===== src/rtl/radix_divider.sv =====
module radix_divider #(
  parameter int WIDTH      = 8,
  parameter int LOG2_RADIX = 3
) (
  input  logic             clk,
  input  logic             rst_n,
  input  logic             start,
  input  logic [WIDTH-1:0] dividend,
  input  logic [WIDTH-1:0] divisor,
  output logic             busy,
  output logic             done,
  output logic [WIDTH-1:0] quotient,
  output logic [WIDTH-1:0] remainder
);

  localparam int RADIX = 1 << LOG2_RADIX;
  localparam int CW    = $clog2(WIDTH + 1);
  localparam int TW    = 2 * WIDTH + LOG2_RADIX + 1;
  localparam int PW    = 2 * WIDTH;

  logic [CW-1:0]         shift_q;
  logic [CW-1:0]         step;
  logic [CW-1:0]         shift_nx;
  logic [WIDTH-1:0]      dvsr_q;
  logic [WIDTH-1:0]      dvnd_q;
  logic [TW-1:0]         rem_wide;
  logic [TW-1:0]         trial [RADIX];
  logic [RADIX-1:0]      ok;
  logic [LOG2_RADIX-1:0] digit;

  assign step     = (int'(shift_q) > LOG2_RADIX) ? CW'(LOG2_RADIX) : shift_q;
  assign shift_nx = shift_q - step;
  assign rem_wide = TW'(remainder);

  for (genvar i = 0; i < RADIX; i++) begin : g_cand
    logic [TW-1:0] sub;
    assign sub      = (TW'(dvsr_q) * TW'(i)) << shift_nx;
    assign trial[i] = rem_wide - sub;
    assign ok[i]    = !trial[i][TW-1] && ((i >> step) == 0);
  end

  always_comb begin
    digit = '0;
    for (int i = 0; i < RADIX; i++)
      if (ok[i]) digit = LOG2_RADIX'(i);
  end

  always_ff @(posedge clk) begin
    if (!rst_n) begin
      busy      <= 1'b0;
      done      <= 1'b0;
      quotient  <= '0;
      remainder <= '0;
      shift_q   <= '0;
      dvsr_q    <= '0;
      dvnd_q    <= '0;
    end else begin
      done <= 1'b0;
      if (!busy && start) begin
        busy      <= 1'b1;
        quotient  <= '0;
        remainder <= dividend;
        dvsr_q    <= divisor;
        dvnd_q    <= dividend;
        shift_q   <= CW'(WIDTH);
      end else if (busy) begin
        remainder <= trial[digit][WIDTH-1:0];
        quotient  <= quotient | (WIDTH'(digit) << shift_nx);
        shift_q   <= shift_nx;
        if (shift_nx == '0) begin
          busy <= 1'b0;
          done <= 1'b1;
        end
      end
    end
  end


  identity_chk: assert property (@(posedge clk) disable iff (!rst_n)
    busy |-> PW'(dvnd_q) == PW'(quotient) * PW'(dvsr_q) + PW'(remainder));

  rem_bound_chk: assert property (@(posedge clk) disable iff (!rst_n)
    (done && dvsr_q != '0) |-> remainder < dvsr_q);

  zero_div_chk: assert property (@(posedge clk) disable iff (!rst_n)
    (done && dvsr_q == '0) |-> (&quotient && remainder == dvnd_q));

  done_pulse_chk: assert property (@(posedge clk) disable iff (!rst_n)
    done |=> !done);

  hold_operands_chk: assert property (@(posedge clk) disable iff (!rst_n)
    busy |=> ($stable(dvsr_q) && $stable(dvnd_q)));

  idle_hold_chk: assert property (@(posedge clk) disable iff (!rst_n)
    (!busy && !start) |=> ($stable(quotient) && $stable(remainder)));

  done_idle_chk: assert property (@(posedge clk) disable iff (!rst_n)
    done |-> !busy);

endmodule


===== config.mk =====
export PLATFORM = sky130hd
export DESIGN_NAME = radix_divider
export DESIGN_NICKNAME = d
export VERILOG_FILES = /design/src/rtl/radix_divider.sv
export SDC_FILE = /design/constraint.sdc
export NUM_CORES = 1
export LEC_CHECK = 0
export BUFFER_PORTS_ARGS = -buffer_cell sky130_fd_sc_hd__buf_2
export CORE_MARGIN = 2
export CORE_UTILIZATION = 62
export DETAILED_ROUTE_END_ITERATION = 16
export HOLD_SLACK_MARGIN = 0.15
export PLACE_DENSITY_LB_ADDON = 0.05
export SETUP_SLACK_MARGIN = 0.3
export SYNTH_ARGS = -nofsm -noshare
export SYNTH_HDL_FRONTEND = slang
export SYNTH_SLANG_ARGS = --single-unit

===== constraint.sdc =====
create_clock -name clk -period 18 [get_ports clk]
set_input_delay 1.8 -clock clk [delete_from_list [all_inputs] [get_ports clk]]
set_output_delay 1.8 -clock clk [all_outputs]
set_load 0.005 [all_outputs]

== Word-level counts from Yosys, hierarchy flattened ==
Cells that the tools add are included.
Word-level totals
  flip-flop bits (word level): 30
  input bits: 19
  output and inout bits: 18
Cells by class
  $add $sub $neg: 9
  bitwise operators: 4
  $mul: 4
  reductions and logical operators: 27
  muxes and demuxes: 19
  order comparisons: 2
  shift-type cells: 16
Operators with widths (count)
  $logic_not A32 Y1: 7
  $sub A8 B20 Y20: 8
  $shr A3 B4 Y32 const A: 4
  $shr A2 B4 Y32 const A: 2
  $bmux W20 S3: 1
  $shl A11 B4 Y20: 3
  $shl A10 B4 Y20: 2
  $mux W8: 4
  $shr A1 B4 Y32 const A: 1
  $mul A8 B3 Y11 const B: 2
  $mul A8 B2 Y10 const B: 2
  $shl A1 B4 Y20 const A: 1
  $shl A8 B4 Y20: 1
  $shl A9 B4 Y20: 1
  $mux W3: 6
  $mux W4: 3
  $logic_and A1 B1 Y1: 8
  $logic_not A1 Y1: 8
  $or A8 B8 Y8: 1
  $shl A3 B4 Y8: 1
  $mux W1: 5
  $ge A4 B4 Y1 const B: 1
  $gt A4 B2 Y1 const B: 1
  $logic_not A4 Y1: 1
  6 further kinds: 7

== Depth between registers and ports, before layout ==
Gate-level depths: netlist (run 1).
  depth after elaboration: 20
  mapped depth: 33
  mapped depth without buffers: 23

== Worst setup path before layout (run 1) ==
OpenSTA, ideal clock, no wires.
  path type: flip-flop to flip-flop
  from: reg shift_q[2]
  to: reg remainder[3]
  setup slack: 11.672 ns
  cell stages (with the launch flop): 32
  buffers on the path: 13
  data arrival time: 6.192 ns
  period minus slack after synthesis: 6.328 ns
  required time: 17.864 ns
  cells stage by stage: dfxtp_1 -> buf_6 -> o21ba_4 -> inv_4 -> buf_8 -> buf_12 -> buf_8 -> buf_2 -> buf_2 -> ha_1 -> buf_2 -> buf_2 -> buf_2 -> buf_2 -> buf_2 -> buf_1 -> clkbuf_1 -> or3_1 -> ha_1 -> o21a_1 -> nor2_1 -> nor2b_1 -> o21ai_0 -> a21boi_0 -> o31a_1 -> o2111ai_1 -> mux2_4 -> a311oi_4 -> or3_4 -> mux2_2 -> o211ai_1 -> a311oi_2
On the way
  longest elaborated chain between the ends: 20
Ends and longest elaborated chain
  from (decl): RTL line 21  | logic [CW-1:0] shift_q;
  from (signal assigned): RTL line 65  | shift_q <= CW'(WIDTH);
  from (signal assigned): RTL line 69  | shift_q <= shift_nx;
  $gt A4 B2 Y1 (*): RTL line 31  | assign step = (int'(shift_q) > LOG2_RADIX) ? CW'(LOG2_RADIX) : shift_q;
  $mux W4 (*): RTL line 31
  $sub A4 B4 Y4 (*): RTL line 32  | assign shift_nx = shift_q - step;
  via shift_nx[1]: RTL line 23  | logic [CW-1:0] shift_nx;
  $shl A8 B4 Y20: RTL line 37  | assign sub = (TW'(dvsr_q) * TW'(i)) << shift_nx;
  $sub A8 B20 Y20: RTL line 38  | assign trial[i] = rem_wide - sub;
  $logic_not A1 Y1: RTL line 39  | assign ok[i] = !trial[i][TW-1] && ((i >> step) == 0);
  $logic_and A1 B1 Y1: RTL line 39
  $mux W1: RTL line 45  | if (ok[i]) digit = LOG2_RADIX'(i);
  $mux W3 (6 in series): RTL line 45
  $not A3 Y4 (implied by the code): RTL line 67  | remainder <= trial[digit][WIDTH-1:0];
  $bmux W20 S3 (*): RTL line 67
  $mux W8 (implied by the code) (*) (2 in series): RTL line 67
  $mux W8 (*): RTL line 66  | end else if (busy) begin
  $mux W8 (*): RTL line 59  | if (!busy && start) begin
  to (signal assigned): RTL line 62  | remainder <= dividend;
  to (signal assigned): RTL line 67
  to (decl): RTL line 13  | output logic [WIDTH-1:0] remainder
Mark *: on every way through the listed nets, which the timed path passes. The rest lies on a longest branch. The select of a mux whose other input is x is not followed.
A chain may end at the register's enable or synchronous reset.

== Worst setup path after layout (run 1) ==
  from: reg shift_q[2]
  to: reg remainder[2]
Same word-level chain as after synthesis.

==> results of run 1 <==
metrics by stage:
| stage | setup slack [ns] | std cells | utilization (%) | area [sq um] |
|---|---|---|---|---|
| finish | 10.50 | 1160 | 66.62 | 7705 |
| global route | 9.974 | 1160 | 66.62 | 7705 |
| CTS | 10.79 | 1160 | 66.62 | 7705 |
| detailed placement | 10.86 | 1152 | 65.31 | 7553 |
| global placement | 11.02 | 1152 | 65.31 | 7553 |
| floorplan | 11.67 | 1022 | - | 7410 |
kinds of logic (layout without fill, tap and decap cells):
family                   count (synthesis)  in the layout  synth area share, %
XOR/XNOR                                41             41                4.846
flip-flops                              30             30                8.105
AO/OA/AOI/OAI                          358            358                33.96
adder cells (fa/ha/maj)                 89             89                16.24
buffers and inverters                   99             94                6.265
AND/OR/NAND/NOR                        362            362                24.10
multiplexers                            43             43                6.484
state kept, by name (all words and copies together) (netlist names):
register,count
shift_q,4
quotient,8
done,1
dvsr_q,8
busy,1
remainder,8
cell type report:
type | count | share of cell area (%)
multi-input combinational | 893 | 82.62
tap | 143 | 2.322
sequential | 30 | 7.795
clock buffer | 6 | 1.803
clock inverter | 2 | 0.1624
timing repair buffer | 46 | 3.313
inverter | 40 | 1.981
power groups by stage:
| stage | clock network, mW | logic, mW | registers, mW |
|---|---|---|---|
| 3_3_place_gp | 0 | 0.831 | 0.105 |
| 4_1_cts | 0.0847 | 0.843 | 0.104 |
| 5_1_grt | 0.0887 | 0.947 | 0.107 |
| 2_1_floorplan | 0 | 0.649 | 0.0924 |
| 3_5_place_dp | 0 | 0.833 | 0.105 |
| 6_report | 0.0854 | 0.871 | 0.106 |
worst paths after layout:
kind | startpoint | to | slack [ns] | cells past startpoint
worst min-delay path | quotient[3] | quotient[3] | 0.46 | 2
worst max register to register | shift_q[2] | remainder[2] | 10.50 | 21
worst max-delay path | shift_q[2] | remainder[2] | 10.50 | 21
worst min register to register | quotient[3] | quotient[3] | 0.46 | 2
worst max-delay path, delay by kind of cell (launching register included):
family / cells / cell delay [ns]
buffers and inverters: 3 / 0.89
and+or+nand+nor: 7 / 2.22
adders and majority gates: 2 / 0.72
AOI/OAI and AO/OA: 8 / 2.33
muxes: 1 / 0.35
DFF: 1 / 0.77
cell usage in the layout (no fill, tap or decap), types with 6 or more instances in the layout:
| master | count |
|---|---|
| a22oi_1 | 7 |
| fa_1 | 12 |
| nand2_1 | 107 |
| nand2b_1 | 17 |
| nor4_1 | 8 |
| a21oi_1 | 71 |
| and3_1 | 9 |
| dfxtp_1 | 30 |
| ha_1 | 76 |
| inv_1 | 38 |
| buf_4 | 10 |
| o21ai_0 | 65 |
| or2_2 | 10 |
| a311oi_1 | 6 |
| nor3_1 | 35 |
| a21o_1 | 16 |
| a211oi_1 | 18 |
| a211o_1 | 13 |
| xnor2_1 | 20 |
| o31ai_1 | 9 |
| o211ai_1 | 17 |
| o21ai_1 | 6 |
| o21a_1 | 23 |
| nor2_1 | 78 |
| mux2i_1 | 33 |
| nor2b_1 | 17 |
| xor2_1 | 19 |
| mux2_2 | 6 |
| a2111oi_0 | 6 |
| o21bai_1 | 7 |
| buf_2 | 36 |
| o2111ai_1 | 8 |
| nand3_1 | 39 |
| a31oi_1 | 12 |
| and2_1 | 10 |
| o32ai_1 | 6 |
layer usage:
| layer | global-route usage [%] | up-vias |
|---|---|---|
| li1 | - | 3850 |
| met1 | 52.95 | 3811 |
| met2 | 59.88 | 464 |
| met3 | 7.713 | 86 |
| met4 | 12.44 | 2 |
| met5 | 0 | - |
==> run summary, run 1 <==
Max_cap viols: 0
CP dominant cell by count: nor2_1
NetSw: 590.6 uW
Clk root buf: clkbuf_16
Metal3 WL: 2.543 mm
Main flop type after synthesis: dfxtp_1
Yosys reg bits: 30
Chip width: 113.3 microns
CP max FO: 65
Slew HR: 34.29%
Synthesized Nets: 1,130
Commonest cells post-synth: nand2_1, nor2_1, ha_1
Area share of the largest cell type after synthesis: 13.00%
Clock sinks: 30
FF/Latch Area: 600.6 sq um
Yosys cell types: 94
Mean Syn Cell Area: 7.250 sq um
Worst Max-Slew Pin Slew: 0.9843 ns
Min Tclk post-route: 7.501 ns
Max clock buf depth: 2
Post-synth EDFFs: 0
Synth warnings: 0
Final net count: 1,124
Floorplan row count: 39
Routed WL: 24.65 mm
Startpoint Class: flip-flop
Layout area overhead: 3.985%
Io pins: 37
Switching share of total power: 55.64%
Dominant cell type by area after synthesis: ha_1
Final Hold Fails: 0
DR vias: 8,213
Overall Power: 1.061 mW
RSZ-0062 raised after global routing: no
CP Cell Sequence: o21ba_4, inv_4, ha_2, buf_4, nor2_1, nand3_1, inv_1, ha_1, o21a_1, nor2_1, nor2b_1, o21ai_0, a21boi_0, o31a_1, o2111ai_1, mux2i_1, nand3_1, nor2_1, nor2_1, a2111oi_0, a211oi_1
Core area: 0.01156 sq mm
Hold-fix buffers, CTS: 0
Post-CTS Setup Bufs: 0
H-tree depth: 2
Die Area: 0.01284 sq mm
Final-layout fill cell count: 1,083
Synth Instances: 1,022
Synth top area cells: ha_1, dfxtp_1, nand2_1
I/O Buffers: 36
Static leakage: 3.244 nW
Crit path largest cell delay: 0.82 ns
Vias in the first global route: 7,507
Clk slew on worst S/H paths: 0.06 ns
Avg WL per Cell: 21.25 microns
All-layer global routing usage: 38.31%
Post-cts sizing count: 0
1st-iter DRT viols: 1,115
Met1 Wirelength: 10.41 mm
Register area share after synthesis: 8.105%
Initial Utilization: 64.07%
Post-Syn Area: 0.007410 sq mm
Internal: 470.9 uW
Clock latency on the worst-skew pair: 0.28 ns
Antenna cell count: 0
Clock network fraction of total power: 8.0%
First-pass GRT wire length: 39.75 mm
Pwr dens: 137.8 mW/mm^2
Final setup fails: 0
Worst endpoint data arrival time: 7.65 ns
Vert. Die Dim: 113.3 microns
Final critical-path share of the clock period: 41.67%
Fmax: 133.3 MHz
CTS tree: yes
Share of layout cells above drive strength 1: 9.440%
Critical path's slowest cell: nor2_1
Hold WC Path Type: flip-flop to flip-flop
Largest net degree at the start of global routing: 66
Post-Route Skew: 0.006494 ns
DRC Markers: 0
Dpl hpwl: 18.57 mm
Final GP Congestion: 1.010
CP Class: flip-flop to flip-flop
CTS Buf Count: 5
Gr ovfl total: 0
Wire length on met2: 10.74 mm
Worst hold margin: 0.4555 ns
Top-count cell post-synth: nand2_1
Slew Limit Fails: 0
Initial antenna violation count: 1
Uppermost layer routed: met5
TNS Setup: 0 ns
WP data required: 18.15 ns
Comb pwr share: 82.0%
Worst VDD drop: 0.08253 mV
1st-pass router iterations: 6
Multi-input gate area: 0.006366 sq mm
Status: finished clean
Sequential share of power: 9.9%
Average vias per placed instance: 7.080
Final ANT Viol Nets: 0
FFs w/ async S/R, synth: 0%
Critical Path Sink Type: flip-flop
(Power assumes the default switching activity.)
==> run 2, diff against run 1 <==
==> constraint.sdc (replaced) <==
create_clock -name clk -period 7 [get_ports clk]
set_input_delay 0.7 -clock clk [delete_from_list [all_inputs] [get_ports clk]]
set_output_delay 0.7 -clock clk [all_outputs]
set_load 0.005 [all_outputs]
==> run summary, run 2 (synthesized netlist as in run 1, its figures left out) <==
Final ANT Viol Nets: 0 (unchanged)
Average vias per placed instance: 7.175 (+1.3%)
Gr ovfl total: 0 (unchanged)
Clock network fraction of total power: 8.1% (about the same)
Post-place setup slack: 0.9357 ns (-9.919 ns)
Critical Path Sink Type: flip-flop
Avg WL per Cell: 21.73 microns (+2.2%)
Antenna cell count: 0 (unchanged)
Final-layout fill cell count: 1,077 (-0.55%)
I/O Buffers: 36 (unchanged)
DR vias: 8,402 (+2.3%)
Die Area: 0.01284 sq mm (unchanged)
Share of layout cells above drive strength 1: 10.41% (+0.97 points)
Clk root buf: clkbuf_16
All-layer global routing usage: 39.09% (+0.79 points)
Final setup fails: 0 (unchanged)
TNS Setup: 0 ns (unchanged)
Max clock buf depth: 2 (unchanged)
Min Tclk post-route: 6.289 ns (-1.212 ns)
CTS tree: yes
Clock latency on the worst-skew pair: 0.27 ns (about the same)
Final GP Congestion: 1.054 (+4.3%)
Clock sinks: 30 (unchanged)
Final critical-path share of the clock period: 89.84% (+48 points)
H-tree depth: 2 (unchanged)
Commonest non-fill, non-tap cell in the layout: nand2_1
Hold-fix buffers, CTS: 0 (unchanged)
Met2 usage: 60.80% (+0.92 points)
Static leakage: 3.300 nW (+1.7%)
Switching share of total power: 55.51% (-0.12 points)
Clk slew on worst S/H paths: 0.06 ns (about the same)
Routing usage on met3: 8.034% (+0.32 points)
NetSw: 1.523 mW (+160%)
Overall Power: 2.743 mW (+160%)
Final net count: 1,135 (+0.98%)
Vert. Die Dim: 113.3 microns (unchanged)
Slew Limit Fails: 0 (unchanged)
Setup ws final: 0.7114 ns (-9.788 ns)
Final Hold Fails: 0 (unchanged)
Fmax: 159.0 MHz (+19%)
Chip width: 113.3 microns (unchanged)
Internal: 1.220 mW (+160%)
RSZ-0062 raised after global routing: no
CTS Buf Count: 5 (unchanged)
Floorplan row count: 39 (unchanged)
Worst VDD drop: 0.2300 mV (+180%)
Largest regs: dvsr_q: 8 flops, quotient: 8 flops, remainder: 8 flops
Initial antenna violation count: 0 (-1)
Vias in the first global route: 7,741 (+3.1%)
Post-CTS Setup Bufs: 0 (unchanged)
Layout area overhead: 5.100%
Comb pwr share: 82.1% (about the same)
1st-iter DRT viols: 1,173 (+5.2%)
FF/Latch Area: 600.6 sq um (unchanged)
Post-cts sizing count: 0 (unchanged)
Sequential share of power: 9.8% (about the same)
First-pass GRT wire length: 40.57 mm (+2.1%)
1st-pass router iterations: 8 (+2)
WP data required: 7.14 ns (-11.01 ns)
Startpoint Class: flip-flop
Pwr dens: 352.2 mW/mm^2 (+160%)
GR peak layer: met2
CP Class: flip-flop to flip-flop
Hold WC Path Type: flip-flop to flip-flop
Max_cap viols: 0 (unchanged)
Multi-input gate area: 0.006366 sq mm (unchanged)
Fin util: 67.34% (+0.71 points)
DRC Markers: 0 (unchanged)
Io pins: 37 (unchanged)
GR Util met1: 54.68% (+1.7 points)
Routed WL: 25.44 mm (+3.2%)
Initial Utilization: 64.07% (unchanged)
Commonest non-fill, non-tap cells in the layout: nand2_1, nor2_1, ha_1, a21oi_1, o21ai_0
Worst endpoint data arrival time: 6.43 ns (-1.22 ns)
Core area: 0.01156 sq mm (unchanged)
CP max FO: 29 (-55%)
Post-Route Skew: 0.004701 ns (-0.001793 ns)
Slew HR: 37.65% (+3.4 points)
Dpl hpwl: 19.34 mm (+4.2%)
Largest net degree at the start of global routing: 59 (-11%)
Worst Max-Slew Pin Slew: 0.9116 ns (-0.07266 ns)
Status: finished clean
run 2: power by group through the flow:
stage	combinational (mW)	sequential, mW	clock [mW]
final	2.25	0.268	0.221
after detailed placement	2.15	0.269	0
after global routing	2.44	0.270	0.227
after floorplan	1.67	0.238	0
after CTS	2.17	0.265	0.220
after global placement	2.15	0.268	0
run 2: layout make-up:
cell class / count / share of cell area (%)
repair buffers: 57 / 4.338
clock buffers: 6 / 1.783
well taps: 143 / 2.298
multi-input cells: 893 / 81.75
clock inverters: 2 / 0.1607
inverters: 40 / 1.960
flip-flops and latches: 30 / 7.712
run 2: per-layer routing:
layer  part of all wire (%)  up-vias
li1                       -     3878
met4                    3.2        0
met2                     43      541
met1                     42     3908
met3                     12       75
met5                      0        -
run 2: path summary, 6_finish.rpt:
check | to | slack (ns) | depth (start not counted) | startpoint
worst max-delay path | remainder[2] | 0.71 | 20 | shift_q[2]
worst min-delay path | quotient[7] | 0.45 | 2 | quotient[7]
worst max register to register | remainder[2] | 0.71 | 20 | shift_q[2]
worst min register to register | quotient[7] | 0.45 | 2 | quotient[7]
run 2: stage by stage:
stage	hold slack, ns	instance area (sq um)	std cells
floorplan	0.4428	7410	1022
global placement	0.4332	7636	1163
detailed placement	0.4416	7636	1163
CTS	0.4494	7787	1171
global route	0.4663	7787	1171
finish	0.4506	7787	1171
run 2: worst max-delay path: stages, from the launching register on:
cell and delay (ns):
dfxtp_1 0.79, or2_2 0.27, nand2b_1 0.07, ha_2 0.47
clkinv_1 0.23, buf_4 0.31, nand2_1 0.18, a31oi_1 0.09
a2111oi_0 0.69, nor2_1 0.15, nand2_1 0.13, ha_1 0.25
o21a_1 0.12, o31a_1 0.12, o2111ai_1 0.30, mux2i_1 0.42
nand3_1 0.27, nor2_1 0.58, nor2_1 0.14, a2111oi_0 0.47
a211oi_1 0.09
==> run 3, diff against run 2 <==
--- a/config.mk
+++ b/config.mk
@@ -7,7 +7,8 @@
 export LEC_CHECK = 0
 export BUFFER_PORTS_ARGS = -buffer_cell sky130_fd_sc_hd__buf_2
 export CORE_MARGIN = 2
-export CORE_UTILIZATION = 62
+export CORE_UTILIZATION = 33
+export CTS_CLUSTER_DIAMETER = 120
 export DETAILED_ROUTE_END_ITERATION = 16
 export HOLD_SLACK_MARGIN = 0.15
 export PLACE_DENSITY_LB_ADDON = 0.05
==> run summary, run 3 (synthesized netlist as in run 1, its figures left out) <==
Reg2Reg Setup Slack: 0.77 ns (+0.06 ns)
Final-layout fill cell count: 2,403 (+120%)
CTS Buf Count: 5 (unchanged)
Dpl hpwl: 22.69 mm (+17%)
Final setup fails: 0 (unchanged)
All-layer global routing usage: 23.83% (-15 points)
Multi-input gate area: 0.006366 sq mm (unchanged)
Startpoint Class: flip-flop
Worst Max-Slew Pin Slew: 1.079 ns (+0.1672 ns)
Post-cts sizing count: 0 (unchanged)
First-pass GRT wire length: 44.11 mm (+8.7%)
CTS tree: yes
Initial Utilization: 33.74% (-30 points)
Max_cap viols: 0 (unchanged)
Clock sinks: 30 (unchanged)
Worst hold margin: 0.4535 ns (+0.002836 ns)
Initial antenna violation count: 0 (unchanged)
Antenna cell count: 0 (unchanged)
Final ANT Viol Nets: 0 (unchanged)
Post-Route Skew: 0.007601 ns (+0.002900 ns)
Dpl cells: 1,303 (+12%)
Largest net degree at the start of global routing: 71 (+20%)
CP startpoint: dvsr_q[1]
Clock network fraction of total power: 8.0% (about the same)
CP max FO: 15 (-48%)
DRC Markers: 0 (unchanged)
1st-pass router iterations: 5 (-3)
Clk slew on worst S/H paths: 0.06 ns (about the same)
Final GP Congestion: 0.8403 (-20%)
Area post-placement: 0.007843 sq mm (+2.7%)
Worst Reg-to-Reg Cells: 22 (+10%)
Worst endpoint data arrival time: 6.43 ns (about the same)
Slew Limit Fails: 0 (unchanged)
TNS Setup: 0 ns (unchanged)
FF/Latch Area: 600.6 sq um (unchanged)
Layout area overhead: 7.835%
Io pins: 37 (unchanged)
Routed WL: 28.58 mm (+12%)
Hold-fix buffers, CTS: 0 (unchanged)
RSZ-0062 raised after global routing: no
Largest regs: dvsr_q: 8 flops, quotient: 8 flops, remainder: 8 flops
Min Tclk post-route: 6.227 ns (-0.06134 ns)
Fmax: 160.6 MHz (+0.98%)
Critical Path Sink Type: flip-flop
Vias in the first global route: 7,458 (-3.7%)
Core area: 0.02196 sq mm (+90%)
Gr ovfl total: 0 (unchanged)
Sequential share of power: 9.5% (-0.3 points)
Vert. Die Dim: 153.8 microns (+36%)
Slew HR: 27.81% (-9.8 points)
I/O Buffers: 36 (unchanged)
Post-route design area: 0.007990 sq mm (+2.6%)
NetSw: 1.563 mW (+2.6%)
H-tree depth: 2 (unchanged)
Max clock buf depth: 2 (unchanged)
Final net count: 1,138 (+0.26%)
Share of layout cells above drive strength 1: 10.57% (+0.16 points)
Clock latency on the worst-skew pair: 0.29 ns (+0.02 ns)
DR vias: 7,889 (-6.1%)
Avg WL per Cell: 21.80 microns (+0.33%)
Static leakage: 3.317 nW (+0.52%)
CP Class: flip-flop to flip-flop
Status: finished clean
Die Area: 0.02367 sq mm (+84%)
1st-iter DRT viols: 522 (-55%)
Overall Power: 2.799 mW (+2.1%)
Internal: 1.236 mW (+1.3%)
Reg2Reg Capture Point: remainder[3]
Switching share of total power: 55.83% (+0.32 points)
Final Hold Fails: 0 (unchanged)
End point of the critical path: remainder[3]
Floorplan row count: 54 (+38%)
Clk root buf: clkbuf_16
WP data required: 7.20 ns (+0.06 ns)
Comb pwr share: 82.5% (+0.4 points)
Worst r2r src: dvsr_q[1]
Commonest non-fill, non-tap cells in the layout: nand2_1, nor2_1, ha_1, a21oi_1, o21ai_0
Final critical-path share of the clock period: 88.96% (-0.88 points)
Commonest non-fill, non-tap cell in the layout: nand2_1
Pwr dens: 350.3 mW/mm^2 (-0.53%)
Post-CTS Setup Bufs: 0 (unchanged)
Chip width: 153.8 microns (+36%)
Hold WC Path Type: flip-flop to flip-flop
Worst VDD drop: 0.09609 mV (-58%)
Average vias per placed instance: 6.018 (-16%)
Non-filler cells, final: 1,311 (+12%)
[run 3: final cells by class]
cell class / instances / area share, %
clock buffers: 7 / 1.785
inverters: 40 / 1.910
well taps: 280 / 4.385
repair buffers: 60 / 4.666
flip-flops and latches: 30 / 7.516
clock inverters: 1 / 0.06264
multi-input cells: 893 / 79.67
[run 3: through the flow]
stage	util [%]	worst slack [ns]
final	36.39	0.7727
after global routing	36.39	0.3616
after global placement	35.72	0.8210
after detailed placement	35.72	0.8436
after floorplan	-	0.6723
after CTS	36.39	0.8316
[run 3: per-layer routing]
| metal | wire, microns | vias to the layer above | share of wire [%] | GRT usage [%] |
|---|---|---|---|---|
| met1 | 13410 | 3737 | 47 | 32.46 |
| met2 | 13200 | 213 | 46 | 39.47 |
| li1 | - | 3895 | - | - |
| met3 | 985 | 44 | 3.4 | 2.424 |
| met4 | 984 | 0 | 3.4 | 7.922 |
| met5 | 0 | - | 0 | 0 |
[run 3: critical path: stages, from the launching register on]
cell and delay [ns]:
dfxtp_1 0.82, ha_1 0.38, inv_1 0.08, fa_1 0.42, nand2b_1 0.19, a21oi_1 0.33
xor2_1 0.31, a21o_1 0.24, o21ai_0 0.11, o2bb2ai_1 0.16, nand2_1 0.14, ha_1 0.36
o21a_1 0.13, o31ai_1 0.12, a21oi_1 0.15, nor2_1 0.06, a211oi_1 0.39, nand3_1 0.17
a311oi_1 0.61, nor2_1 0.25, buf_4 0.24, a211o_1 0.28, a311oi_2 0.22
[run 3: worst min path at each step]
stage,start,endpoint,cells past startpoint
6_report,quotient[7],quotient[7],2
5_1_grt,quotient[1],quotient[1],1
4_1_cts,quotient[7],quotient[7],2
3_5_place_dp,quotient[7],quotient[7],2
3_3_place_gp,quotient[7],quotient[7],2
2_1_floorplan,quotient[3],quotient[3],2
[run 3: power groups by stage]
| stage | clock [mW] | combinational, mW | sequential (mW) |
|---|---|---|---|
| after floorplan | 0 | 1.67 | 0.238 |
| after global placement | 0 | 2.30 | 0.274 |
| after detailed placement | 0 | 2.28 | 0.272 |
| after CTS | 0.231 | 2.30 | 0.268 |
| after global routing | 0.236 | 2.52 | 0.272 |
| final | 0.225 | 2.31 | 0.266 |
